`src/rtl/chdiv_pkg.sv`:
```
`timescale 1ns/1ps
package chdiv_pkg;
    localparam int DIV_W   = 10;
    localparam int PHASE_W = 6;
    localparam int DRV_W   = 5;
    localparam int CFG_W   = PHASE_W + DIV_W + 3 + DRV_W;

    typedef struct packed {
        logic [PHASE_W-1:0] phase;
        logic [DIV_W-1:0]   ratio_m1;
        logic               invert;
        logic               ign_sync;
        logic               pwr_dn;
        logic [DRV_W-1:0]   drv_mode;
    } chan_cfg_t;

    // last position of a full output period of 2*(m1+1) cycles
    function automatic logic [DIV_W:0] last_pos(input logic [DIV_W-1:0] m1);
        return {m1, 1'b1};
    endfunction
endpackage

```
`src/rtl/chdiv_phase_delay.sv`:
```
`timescale 1ns/1ps
module chdiv_phase_delay #(
    parameter int PHASE_W = 6
) (
    input  logic               clk_i,
    input  logic               rst_i,
    input  logic               load_i,
    input  logic [PHASE_W-1:0] load_val_i,
    output logic               busy_o
);
    logic [PHASE_W-1:0] cnt_q;

    always_ff @(posedge clk_i) begin
        if (rst_i)
            cnt_q <= '0;
        else if (load_i)
            cnt_q <= load_val_i;
        else if (cnt_q != '0)
            cnt_q <= cnt_q - 1'b1;
    end

    assign busy_o = (cnt_q != '0);

    assert_phase_load_R4: assert property (@(posedge clk_i) disable iff (rst_i)
        (load_i && load_val_i != '0) |=> busy_o)
        else $error("phase delay not armed");

    assert_phase_step_R4: assert property (@(posedge clk_i) disable iff (rst_i)
        (busy_o && !load_i) |=> (cnt_q == $past(cnt_q) - 1'b1))
        else $error("phase delay did not step by one");
endmodule

```
`src/rtl/chdiv_cycle_counter.sv`:
```
`timescale 1ns/1ps
module chdiv_cycle_counter
    import chdiv_pkg::*;
#(
    parameter int CW = DIV_W
) (
    input  logic          clk_i,
    input  logic          rst_i,
    input  logic          restart_i,
    input  logic          hold_i,
    input  logic [CW-1:0] ratio_m1_i,
    output logic          wrap_o,
    output logic          div_hi_o
);
    logic [CW:0] pos_q;

    assign wrap_o   = !hold_i && (pos_q == last_pos(ratio_m1_i));
    assign div_hi_o = !hold_i && (pos_q > {1'b0, ratio_m1_i});

    always_ff @(posedge clk_i) begin
        if (rst_i || restart_i)
            pos_q <= '0;
        else if (hold_i)
            pos_q <= pos_q;
        else if (wrap_o)
            pos_q <= '0;
        else
            pos_q <= pos_q + 1'b1;
    end

    assert_wrap_zero_R1: assert property (@(posedge clk_i) disable iff (rst_i)
        (wrap_o || restart_i) |=> (pos_q == '0))
        else $error("counter did not return to zero");

    assert_hold_stable_R4: assert property (@(posedge clk_i) disable iff (rst_i)
        (hold_i && !restart_i) |=> $stable(pos_q))
        else $error("counter moved during phase delay");
endmodule

```
`src/rtl/chdiv_out_stage.sv`:
```
`timescale 1ns/1ps
module chdiv_out_stage (
    input  logic clk_i,
    input  logic rst_i,
    input  logic pwr_dn_i,
    input  logic invert_i,
    input  logic div_hi_i,
    output logic clk_o
);
    logic pd_q;

    always_ff @(posedge clk_i) begin
        if (rst_i)
            pd_q <= 1'b0;
        else
            pd_q <= pwr_dn_i;
    end

    assign clk_o = !pd_q && (invert_i ^ div_hi_i);

    assert_pd_low_R7: assert property (@(posedge clk_i) disable iff (rst_i)
        pwr_dn_i |=> !clk_o)
        else $error("output active while powered down");
endmodule

```
`src/rtl/chdiv_top.sv`:
```
`timescale 1ns/1ps
module chdiv_top
    import chdiv_pkg::*;
(
    input  logic             clk_i,
    input  logic             rst_i,
    input  logic [CFG_W-1:0] cfg_i,
    input  logic             sync_i,
    output logic             clk_o
);
    chan_cfg_t        cfg;
    logic [DIV_W-1:0] act_m1_q;
    logic             act_inv_q;
    logic             sync_acc;
    logic             busy;
    logic             wrap;
    logic             div_hi;
    logic             drv_unused;

    assign cfg        = chan_cfg_t'(cfg_i);
    assign drv_unused = ^cfg.drv_mode;
    assign sync_acc   = sync_i && !cfg.ign_sync;

    // active ratio and inversion switch only at sync or period end
    always_ff @(posedge clk_i) begin
        if (rst_i) begin
            act_m1_q  <= '0;
            act_inv_q <= 1'b0;
        end else if (sync_acc || wrap) begin
            act_m1_q  <= cfg.ratio_m1;
            act_inv_q <= cfg.invert;
        end
    end

    chdiv_phase_delay #(.PHASE_W(PHASE_W)) u_delay (
        .clk_i      (clk_i),
        .rst_i      (rst_i),
        .load_i     (sync_acc),
        .load_val_i (cfg.phase),
        .busy_o     (busy)
    );

    chdiv_cycle_counter #(.CW(DIV_W)) u_count (
        .clk_i      (clk_i),
        .rst_i      (rst_i),
        .restart_i  (sync_acc),
        .hold_i     (busy),
        .ratio_m1_i (act_m1_q),
        .wrap_o     (wrap),
        .div_hi_o   (div_hi)
    );

    chdiv_out_stage u_out (
        .clk_i    (clk_i),
        .rst_i    (rst_i),
        .pwr_dn_i (cfg.pwr_dn),
        .invert_i (act_inv_q),
        .div_hi_i (div_hi),
        .clk_o    (clk_o)
    );

    assert_sync_low_R3: assert property (@(posedge clk_i) disable iff (rst_i)
        sync_acc |=> !div_hi)
        else $error("divider not low after sync");

    assert_cfg_hold_R8: assert property (@(posedge clk_i) disable iff (rst_i)
        (!sync_acc && !wrap) |=> ($stable(act_m1_q) && $stable(act_inv_q)))
        else $error("active config changed mid-period");

    assert_ignore_R6: assert property (@(posedge clk_i) disable iff (rst_i)
        (cfg.ign_sync && !wrap) |=> $stable(act_m1_q))
        else $error("ignored sync changed the ratio");
endmodule

```
`config.mk`:
```
export PLATFORM = sky130hd
export DESIGN_NAME = chdiv_top
export DESIGN_NICKNAME = d
export VERILOG_FILES = /design/src/rtl/chdiv_pkg.sv /design/src/rtl/chdiv_phase_delay.sv /design/src/rtl/chdiv_cycle_counter.sv /design/src/rtl/chdiv_out_stage.sv /design/src/rtl/chdiv_top.sv
export SDC_FILE = /design/constraint.sdc
export NUM_CORES = 1
export LEC_CHECK = 0
export BUFFER_PORTS_ARGS = -buffer_cell sky130_fd_sc_hd__buf_2
export CAP_MARGIN = 10
export CORE_MARGIN = 2
export CORE_UTILIZATION = 60
export DETAILED_ROUTE_END_ITERATION = 10
export PLACE_DENSITY = 0.84
export SYNTH_ARGS = -nofsm -noshare
export SYNTH_HDL_FRONTEND = slang
export SYNTH_SLANG_ARGS = --single-unit
```
`constraint.sdc`:
```
create_clock -name clk_i -period 5.4 [get_ports clk_i]
set_input_delay 0.27 -clock clk_i [delete_from_list [all_inputs] [get_ports clk_i]]
set_output_delay 0.27 -clock clk_i [all_outputs]
set_load 0.1 [all_outputs]
```
==> metrics.cfg <==
[run_status]
status=finished, final reports clean

[power]
power_frac_comb=0.339
p_leak_nw=0.7651
seqPwrFrac=0.428
power_frac_clock=0.233
internal-power_uw=411.7
p_sw_uw=232.8
p_per_area_nw_per_um2=332.7
peakVddDrop_uv=330.7
p_sw_frac=0.3612
p_total_uw=644.5

[logic_synthesis]
netlist_area_um2=1768
syn-num-nets=242
ys_warn_count=0
yosys_register_bits=29
yosysUniqueCellTypes=35
avgSynthCellArea_um2=8.709
netlist_instances=203
synth-edff-count=0
synth-main-ff-cell=dfxtp_1
seq_area_frac_synth=0.3284
synthArstFlopShare=0

[timing]
fin_setup_tns_ns=0
finalHoldViolations=0
setup_violations=0
maxSlewHeadroom=0.3739
maxSlewViolCount=0
fin_crit_sh=0.5248
rsz0062_at_grt=no
layout_min_cycle_time_ns=2.834
worst_slew_pin_slew_ns=0.9372
fin_skew_ns=0.005037
fmax_mhz=352.9

[worst_setup_path]
crit_type=register to output port
slowest_delay_ns=0.38
r2r_slack_ns=3.02
critPathArrivalTime_ns=2.56
r2r_start=u_delay.cnt_q[0]
cpLargestDelayFamily=simple AND/OR/NAND/NOR gates
cp_num_cells=7
r2r_cells=7
crit_end=clk_o
critPathSlowestCell=mux2_2
end_kind=output port
crit_start=u_delay.cnt_q[0]
timing.rr.end=act_m1_q[8]
crit_buf_inv=2
path_cells=inv_1 > ha_1 > nor4b_4 > or2b_1 > a211oi_1 > mux2_2 > buf_2
start_kind=register
crit_path_max_fanout=5
crit_required_ns=5.13

[floorplanning]
io_pins=28
die_w_um=58.28
die_h_um=58.28
rows=19
dieArea_um2=3397
initial_core_util=0.6356
core_um2=2781

[grt]
antenna_found_initial=0
grt_usage=0.2508
grt_pass1_wl_um=6382
grt_pass1_vias=1502
grt_max_degree=32
grt_overflow_total=0

[final_layout]
area.growth.synth_to_final_pct=9.554
final_nets=260
drive_gt1_frac=0.1937
multiInputGateArea_um2=1092
fillers=236
final-seq-area_um2=580.6
diodes=0
fin_cells=253

[detailed_routing]
ant_nets=0
wl_um=3633
drcViolationCount=0
via_count=1487
drt_pass1_iterations=4
vias_per_cell=5.877
wl_per_cell_um=14.36
drt_iter0_drc=26

[clock_tree]
cts_resized=0
root_buffer=clkbuf_4
hold_buffers=0
cts_sinks=29
post_cts_buffers=0
cts_tree=built
ctsLongestPathBuffers=2
htree_levels=2
clkLatencyLatePin_ns=0.33
cts_buffers=5
cts.clk_slew.worst_paths_ns=0.08

[placed_design]
portBuffers=22
dp.cells=245
place_congestion=0.7854
hpwlAfterDp_um=2696

[job]
maxCapViolCount=0

[hold_path]
hold_path.class=input pin to register

[cell families (layout without fill, tap and decap cells)]
family                   Yosys count  in the layout  synth area share
AND/OR/NAND/NOR                   87             87            0.2958
flip-flops                        29             29            0.3284
AO/OA/AOI/OAI                     28             28            0.1168
XOR/XNOR                          23             23            0.1139
buffers and inverters             23             42           0.05378
adder cells (fa/ha/maj)           12             12           0.08492
multiplexers                       1              1          0.006369
[final cells by class]
| class | instances | area share |
|---|---|---|
| clock inverters | 1 | 0.002584 |
| multi-input cells | 151 | 0.5640 |
| clock buffers | 7 | 0.03359 |
| well taps | 31 | 0.02003 |
| repair buffers | 22 | 0.05685 |
| inverters | 12 | 0.02326 |
| flip-flops and latches | 29 | 0.2997 |
[cell usage after synthesis, types with 8 or more instances]
| master | number | area share |
|---|---|---|
| clkbuf_1 | 8 | 0.017 |
| dfxtp_1 | 29 | 0.33 |
| ha_1 | 12 | 0.085 |
| inv_1 | 12 | 0.025 |
| nand2_1 | 14 | 0.030 |
| nand2b_1 | 13 | 0.046 |
| nand4_1 | 8 | 0.028 |
| nand4b_1 | 12 | 0.059 |
| nor2_1 | 18 | 0.038 |
| o21ai_2 | 10 | 0.050 |
| xnor2_1 | 14 | 0.069 |
| xor2_1 | 9 | 0.045 |
[flip-flops by register name, summed over array words and instances (netlist names)]
signal,flops
u_delay.cnt_q,6
act_m1_q,10
act_inv_q,1
u_count.pos_q,11
u_out.pd_q,1
[power groups by stage]
stage,registers (mW),logic [mW],clock network (mW)
2_1_floorplan,0.267,0.185,0
3_3_place_gp,0.277,0.204,0
3_5_place_dp,0.279,0.217,0
4_1_cts,0.275,0.218,0.153
5_1_grt,0.280,0.246,0.167
6_report,0.276,0.218,0.150
[cell usage in the layout, fill, tap and decap left out, types with 2 or more instances in the layout]
master / n
and4_1: 4
nand4_1: 8
nand2b_1: 13
xnor2_1: 14
a21oi_1: 5
nand4b_1: 12
o21ai_2: 10
dfxtp_1: 29
nor2b_1: 5
buf_2: 22
o21ai_0: 3
a311oi_1: 2
a211oi_1: 3
clkbuf_8: 2
nor3_1: 2
nand3_1: 3
nand2_1: 14
clkbuf_4: 5
xor2_1: 9
nor2_1: 18
a22oi_1: 2
ha_1: 12
nand3b_1: 2
inv_1: 12
[worst min path at each step]
stage	startpoint	to	slack, ns	cells after the start
global route	cfg_i[9]	act_m1_q[1]	0.17	3
global placement	cfg_i[5]	u_out.pd_q	0.48	2
CTS	cfg_i[5]	u_out.pd_q	0.16	2
finish	cfg_i[5]	u_out.pd_q	0.16	2
detailed placement	cfg_i[5]	u_out.pd_q	0.50	2
floorplan	cfg_i[5]	u_out.pd_q	0.40	1
[metal layers]
layer / wire length [um] / part of all wire / track usage / vias up
li1: - / - / - / 743
met1: 1596 / 0.44 / 0.2881 / 688
met2: 1714 / 0.47 / 0.3965 / 38
met3: 178 / 0.049 / 0.07813 / 18
met4: 144 / 0.040 / 0.1694 / 0
met5: 0 / 0 / 0 / -
[per-stage QoR]
step | hold slack (ns) | area, um^2 | util | setup WS [ns]
global placement | 0.4804 | 1867 | 0.6712 | 2.955
detailed placement | 0.5039 | 1867 | 0.6712 | 2.931
CTS | 0.1608 | 1937 | 0.6964 | 2.555
global route | 0.1748 | 1937 | 0.6964 | 2.425
floorplan | 0.3982 | 1768 | - | 3.258
finish | 0.1575 | 1937 | 0.6964 | 2.566
Note: power is estimated with default switching activity, not from simulation.
